$ cat config.mk
export PLATFORM = sky130hd
export DESIGN_NAME = cpu_sideband_ctl
export DESIGN_NICKNAME = d
export VERILOG_FILES = /design/src/rtl/sb_pkg.sv /design/src/rtl/sb_gate_sync.sv /design/src/rtl/sb_ctrl_reg.sv /design/src/rtl/sb_init_pulse.sv /design/src/rtl/cpu_sideband_ctl.sv
export SDC_FILE = /design/constraint.sdc
export NUM_CORES = 1
export LEC_CHECK = 0
export ABC_AREA = 1
export CAP_MARGIN = 5
export CELL_PAD_IN_SITES_DETAIL_PLACEMENT = 1
export CELL_PAD_IN_SITES_GLOBAL_PLACEMENT = 1
export CORE_AREA = 2 2 55 57
export CTS_CLUSTER_SIZE = 30
export DETAILED_ROUTE_END_ITERATION = 10
export DIE_AREA = 0 0 57 59
export PLACE_DENSITY = 0.86
export SYNTH_ARGS = -nofsm -noshare
export SYNTH_HDL_FRONTEND = slang
export SYNTH_SLANG_ARGS = --single-unit
$ cat constraint.sdc
create_clock -name clk -period 1.7 [get_ports clk]
set_input_delay 0.255 -clock clk [delete_from_list [all_inputs] [get_ports clk]]
set_output_delay 0.255 -clock clk [all_outputs]
set_load 0.01 [all_outputs]
$ cat src/rtl/sb_pkg.sv
package sb_pkg;
  function automatic int cnt_width(input int len);
    int w;
    w = 1;
    while ((1 << w) <= len) w++;
    return w;
  endfunction
endpackage

$ cat src/rtl/sb_gate_sync.sv
module sb_gate_sync #(
  parameter int STAGES = 2
) (
  input  logic clk,
  input  logic rst,
  input  logic d_in,
  output logic q_out
);
  logic [STAGES-1:0] chain;

  generate
    if (STAGES == 1) begin : g_one
      always_ff @(posedge clk) begin
        if (rst) chain <= '0;
        else     chain <= d_in;
      end
    end else begin : g_many
      always_ff @(posedge clk) begin
        if (rst) chain <= '0;
        else     chain <= {chain[STAGES-2:0], d_in};
      end
    end
  endgenerate

  assign q_out = chain[STAGES-1];

  p_sync_shift_r2: assert property (@(posedge clk) disable iff (rst)
    1'b1 |=> chain[0] == $past(d_in));
endmodule

$ cat src/rtl/sb_ctrl_reg.sv
module sb_ctrl_reg #(
  parameter int          ADDR_W    = 16,
  parameter int          DATA_W    = 8,
  parameter logic [15:0] PORT_ADDR = 16'h0092,
  parameter int          GATE_BIT  = 1
) (
  input  logic              clk,
  input  logic              rst,
  input  logic              wr_en,
  input  logic [ADDR_W-1:0] wr_addr,
  input  logic [DATA_W-1:0] wr_data,
  output logic [DATA_W-1:0] rd_data,
  output logic              fast_gate
);
  logic hit;
  assign hit = wr_en && (wr_addr == ADDR_W'(PORT_ADDR));

  always_ff @(posedge clk) begin
    if (rst)      fast_gate <= 1'b0;
    else if (hit) fast_gate <= wr_data[GATE_BIT];
  end

  always_comb begin
    rd_data           = '0;
    rd_data[GATE_BIT] = fast_gate;
  end

  p_reg_hold_r3: assert property (@(posedge clk) disable iff (rst)
    !hit |=> $stable(fast_gate));
  p_reg_load_r3: assert property (@(posedge clk) disable iff (rst)
    hit |=> fast_gate == $past(wr_data[GATE_BIT]));
endmodule

$ cat src/rtl/sb_init_pulse.sv
module sb_init_pulse
  import sb_pkg::*;
#(
  parameter int NUM_REQ   = 4,
  parameter int PULSE_LEN = 16
) (
  input  logic               clk,
  input  logic               rst,
  input  logic [NUM_REQ-1:0] req,
  input  logic               clk_stop,
  output logic               init_n
);
  localparam int CW = cnt_width(PULSE_LEN);

  logic [CW-1:0] remain;
  logic          pending;
  logic          any_req;
  logic          busy;

  assign any_req = |req;
  assign busy    = (remain != '0);

  always_ff @(posedge clk) begin
    if (rst) begin
      remain  <= '0;
      pending <= 1'b0;
    end else if (busy) begin
      if (!clk_stop) remain <= remain - 1'b1;
    end else if (clk_stop) begin
      if (any_req) pending <= 1'b1;
    end else if (any_req || pending) begin
      remain  <= CW'(PULSE_LEN);
      pending <= 1'b0;
    end
  end

  assign init_n = !busy;

  p_hold_in_stop_r5: assert property (@(posedge clk) disable iff (rst)
    (busy && clk_stop) |=> remain == $past(remain));
  p_no_start_in_stop_r6: assert property (@(posedge clk) disable iff (rst)
    (!busy && clk_stop) |=> !busy);
  p_load_full_r4: assert property (@(posedge clk) disable iff (rst)
    (!busy && !clk_stop && any_req) |=> remain == CW'(PULSE_LEN));
  p_merge_r7: assert property (@(posedge clk) disable iff (rst)
    (busy && !clk_stop) |=> remain == $past(remain) - 1'b1);
endmodule

$ cat src/rtl/cpu_sideband_ctl.sv
module cpu_sideband_ctl #(
  parameter int          ADDR_W      = 16,
  parameter int          DATA_W      = 8,
  parameter logic [15:0] PORT_ADDR   = 16'h0092,
  parameter int          GATE_BIT    = 1,
  parameter int          SYNC_STAGES = 2,
  parameter int          NUM_REQ     = 4,
  parameter int          PULSE_LEN   = 16
) (
  input  logic               clk,
  input  logic               rst,
  input  logic               wr_en,
  input  logic [ADDR_W-1:0]  wr_addr,
  input  logic [DATA_W-1:0]  wr_data,
  output logic [DATA_W-1:0]  rd_data,
  input  logic               kbc_gate,
  input  logic [NUM_REQ-1:0] init_req,
  input  logic               clk_stop,
  output logic               a20_mask_n,
  output logic               init_n
);
  logic fast_gate;
  logic gate_sync;

  sb_ctrl_reg #(.ADDR_W(ADDR_W), .DATA_W(DATA_W), .PORT_ADDR(PORT_ADDR),
                .GATE_BIT(GATE_BIT)) u_reg (
    .clk(clk), .rst(rst), .wr_en(wr_en), .wr_addr(wr_addr),
    .wr_data(wr_data), .rd_data(rd_data), .fast_gate(fast_gate));

  sb_gate_sync #(.STAGES(SYNC_STAGES)) u_sync (
    .clk(clk), .rst(rst), .d_in(kbc_gate), .q_out(gate_sync));

  sb_init_pulse #(.NUM_REQ(NUM_REQ), .PULSE_LEN(PULSE_LEN)) u_init (
    .clk(clk), .rst(rst), .req(init_req), .clk_stop(clk_stop),
    .init_n(init_n));

  // mask is active only when neither source opens the gate
  assign a20_mask_n = fast_gate | gate_sync;

  p_mask_follows_reg_r1: assert property (@(posedge clk) disable iff (rst)
    rd_data[GATE_BIT] |-> a20_mask_n);
endmodule

; ---- After elaboration in Yosys (flattened, before gate mapping)
; Cells that the tools add are included.
; W data, S select, Z words.
[totals]
wordCells = 26
inputBits = 33
regBits = 9
output_inout_bits = 10
[classes]
reduce_logical = 9
n_eq_ne = 2
bitwise_logic = 3
n_addsub = 1
n_mux = 7
[op_table]
columns = operator, count
row1 = $mux W5, 4
row2 = $eq A16 B8 Y1 const B, 1
row3 = $reduce_bool A5 Y1, 1
row4 = $sub A5 B1 Y5 const B, 1
row5 = $reduce_bool A2 Y1, 2
row6 = $reduce_or A4 Y1, 1
row7 = $mux W1, 3
row8 = $reduce_and A3 Y1, 1
row9 = $ne A2 B1 Y1 const B, 1
row10 = $not A1 Y1, 2
row11 = $reduce_and A2 Y1, 1
row12 = $logic_and A1 B1 Y1, 1
row13 = $logic_not A1 Y1, 1
row14 = $logic_or A1 B1 Y1, 1
row15 = $or A1 B1 Y1, 1

; ---- Depth between registers and ports, before layout
[depth]
word_depth = 5
ltp_mapped = 8
ltp_nobuf = 8

; ---- Hierarchy
; A second synthesis with hierarchy kept.
[unflattened]
hier_cells = 97
area_unflattened_um2 = 635.6
[modules_own_cells]
columns = module, area_per_inst_um2, seq_area_each_um2, cells_per_inst, instances
row1 = sb_init_pulse, 369.1, 120.1, 55, 1
row2 = sb_ctrl_reg, 200.2, 20.0, 33, 1
row3 = sb_gate_sync, 55.1, 40.0, 6, 1
row4 = cpu_sideband_ctl, 11.3, 0.0, 3, 1

; ---- Worst setup path after synthesis
; OpenSTA, ideal clock, no wires.
[synth_path]
path_type = flip-flop to flip-flop
start = register u_init.remain[0]
end = register u_init.remain[1]
required_ns = 1.634
setup_slack_ns = 0.557
n_path_buf = 0
t_arrival_ns = 1.077
stages_incl_launch_ff = 7
setup_time_ns = 0.066
synth_period_minus_slack_ns = 1.143
path_cell_list = dfxtp_1 > inv_1 > ha_1 > nand3_2 > nand2_2 > or2_1 > a21oi_2
[synth_between]
elab_chain_len = 3
word_cells_on_any_way = 6
classes_between = add/sub: 1 / mux: 2 / reduce/logical: 3
[synth_rtl]
columns = element, line_no
row1 = from (decl), sb_init_pulse.sv:15  ; logic [CW-1:0] remain;
row2 = from (signal assigned), sb_init_pulse.sv:28  ; if (!clk_stop) remain <= remain - 1'b1;
row3 = from (signal assigned), sb_init_pulse.sv:32  ; remain <= CW'(PULSE_LEN);
row4 = $sub A5 B1 Y5 or $reduce_bool A5 Y1 (tied branches), "sb_init_pulse.sv:28, sb_init_pulse.sv:21"
row5 = $mux W5 or $reduce_bool A2 Y1 (tied branches), n/a
row6 = $mux W5 or $reduce_and A2 Y1 (tied branches), n/a
; Parallel ways exist; a longest one is shown, timed or not. The select of a mux whose other input is x is not followed.
; A chain may end at the register's enable or synchronous reset.

; ---- Worst setup path after layout
[layout_path]
start = register u_reg.fast_gate
end = output a20_mask_n
[layout_between]
elab_chain_len = 1
[layout_rtl]
columns = element, line_no
row1 = from (decl), sb_ctrl_reg.sv:13  ; output logic fast_gate
row2 = from (signal assigned), sb_ctrl_reg.sv:20  ; else if (hit) fast_gate <= wr_data[GATE_BIT];
row3 = $or A1 B1 Y1, cpu_sideband_ctl.sv:38  ; assign a20_mask_n = fast_gate | gate_sync;
row4 = to (decl), cpu_sideband_ctl.sv:19  ; output logic a20_mask_n,
; No other way between the ends.

==> results.ini <==
[yosys]
synth_top_area_share = 0.305
synth_seq_cells = 9
synthTopCellsByArea = dfxtp_1 31%, inv_1 13%, buf_4 10%, nand2_1 8.9%, nor2_1 7.6%
yosys_most_used_dff = dfxtp_1
ys_seq_area_frac = 0.305
synth_area_sq_um = 591
synth_cell_types = 21
synth_top_family_by_area = simple AND/OR/NAND/NOR gates
async_flop_share = 0
synth-compound-area-share = 0.0784
avgSynthCellArea_sq_um = 6.42
ys_warn_count = 0
synthMuxAreaShare = 0
synth_cells = 92
yosysTopAreaCell = dfxtp_1
synth_edf_count = 0
netlist_top_cells_count = 20 x inv_1, 14 x nand2_1, 12 x nor2_1
synthXorXnorAreaFrac = 0.0148
synthAdderAreaFrac = 0.0212
synthSimpleGateAreaFrac = 0.333
synth_most_common_cell = inv_1

[layout]
drive_above_1_share = 0.130
antennaDiodeCount = 0
final_core_util = 0.338
syn2layout_area_growth_pct = 55.3
final_nets = 158

[grt]
busiest_layer = met2
grt_max_degree = 8
gr-total-overflow = 0
grt_pass1_wl_mm = 2.55
grt_pass1_vias = 648
gr-usage-all-layers = 0.0966
use_met2 = 0.174
met3_usage = 0.0415
use_met1 = 0.0996
antenna_found_initial = 0

[setup_path]
slowest_stage = clkdlybuf4s50_1
cp.arrival_ns = 1.34
end_kind = primary output
cp.required_ns = 1.44
worst_path_largest_cell_delay_ns = 0.48
crit_path_start_kind = flip-flop
worstPathCellList = or2_2, clkdlybuf4s50_1
critPathKind = reg -> out
critPathMaxFanout = 3

[floorplanning]
die-area_sq_mm = 0.00336
core_area_sq_mm = 0.00271
start_util = 0.218
fp.dieH_um = 59
ios = 43
rows = 19
fp.dieW_um = 57

[clocking]
htreeDepth = 1
cts-buffers-inserted = 3
clk_latency_ns = 0.26
cts_root_buffer = clkbuf_4
clk_pin_slew_ns = 0.06
cts.sinks = 9
cts.path.max_buffers = 2
cts_tree = yes

[place]
hpwl_mm = 1.36
port_buffers = 28
gp_congestion = 0.742

[drt]
drtAntennaViolNets = 0
first_iter_violations = 10
wl_mm = 1.61
dr.pass1.iters = 3
drcViolationCount = 0
num_vias = 619
via_per_inst = 4.02
wl_per_cell_um = 10.4

[power_and_ir_drop]
p_int_uw = 599
pwr-share-seq = 0.312
power_frac_clock = 0.173
power_density_mw_per_mm2 = 1050
sw_frac_of_total = 0.380
switchingPower_uw = 367
combPwrFrac = 0.515
peakVddDrop_mv = 0.632
leakagePower_uw = 0.000430

[sta]
post-route-min-period_ns = 1.59
finalMaxSlewViolations = 0
period_share = 0.937
rsz0062_at_grt = false
finalHoldViolCount = 0
clock_skew_ns = 0.00793
setup_viol = 0
fin_tns_setup_ns = 0
max_freq_ghz = 0.628

[flow_run]
drv_cap = 0

[outcome]
status = complete, no violations

[hold_path]
min_path_type = reg -> reg

## power by group through the flow
stage          combinational (uW)  clock [uW]  sequential [uW]
3_3_place_gp                  457           0              301
3_5_place_dp                  485           0              305
2_1_floorplan                 302           0              297
6_report                      498         167              301
5_1_grt                       559         183              306
4_1_cts                       503         173              301
## per-layer routing
metal | part of all wire | up-vias | wire length [um]
li1 | - | 319 | -
met5 | 0 | - | 0
met3 | 0.12 | 2 | 189
met2 | 0.48 | 33 | 768
met4 | 0.0075 | 0 | 12
met1 | 0.40 | 265 | 634
## placed cells by master, fill, tap and decap left out, types with 3 or more instances in the layout
cell              n
a21oi_1           5
clkbuf_4          3
clkdlybuf4s50_1  27
conb_1            7
dfxtp_1           9
inv_1            19
inv_2             3
nand2_1          14
nand2_2           3
nand3_1           6
nor2_1           12
## per-stage QoR
stage	worst slack (ns)	hold slack [ns]	total power, uW	instance area (sq um)	std cells
2_1_floorplan	0.557	0.317	599	613	98
3_3_place_gp	0.127	0.394	758	880	150
3_5_place_dp	0.0944	0.415	789	880	150
4_1_cts	0.0918	0.425	977	917	154
5_1_grt	0.0672	0.445	1050	917	154
6_report	0.107	0.418	966	917	154
## what timing repair did
action                                  in CTS  in global routing
hold buffers                                 0                  0
setup buffers                                0                  0
resized for setup                            4                  0
endpoints found under the setup margin       1                  0
## final cells by class
cell class,count,area [sq um]
clock buffers,4,26.3
fillers,363,1790
inverters,22,82.6
multi-input cells,59,303
flip-flops and latches,9,180
well taps,31,38.8
repair buffers,29,287
## flip-flops by register name, indices dropped and copies added, names as in the netlist
register and count:
u_init.pending 1, u_init.remain 5, u_reg.fast_gate 1, u_sync.chain 2
## worst max-delay path, delay by kind of cell, from the launching register on
family	cells	cell delay, ns
and+or+nand+nor	1	0.29
buffers and inverters	1	0.48
DFF	1	0.31
## final timing paths
kind | from | end | slack (ns) | cells after the start
setup / recovery | u_reg.fast_gate | a20_mask_n | 0.11 | 2
hold reg to reg | u_sync.chain[0] | u_sync.chain[1] | 0.42 | 2
hold / removal | u_sync.chain[0] | u_sync.chain[1] | 0.42 | 2
setup reg to reg | u_init.remain[1] | u_init.remain[1] | 0.41 | 7
## cell families (layout without fill, tap and decap cells)
logic type | Yosys count | in the layout
buffers and inverters | 30 | 55
other | 1 | 7
adder cells (fa/ha/maj) | 1 | 1
AND/OR/NAND/NOR | 42 | 42
AO/OA/AOI/OAI | 8 | 8
flip-flops | 9 | 9
XOR/XNOR | 1 | 1
(Power assumes the default switching activity.)
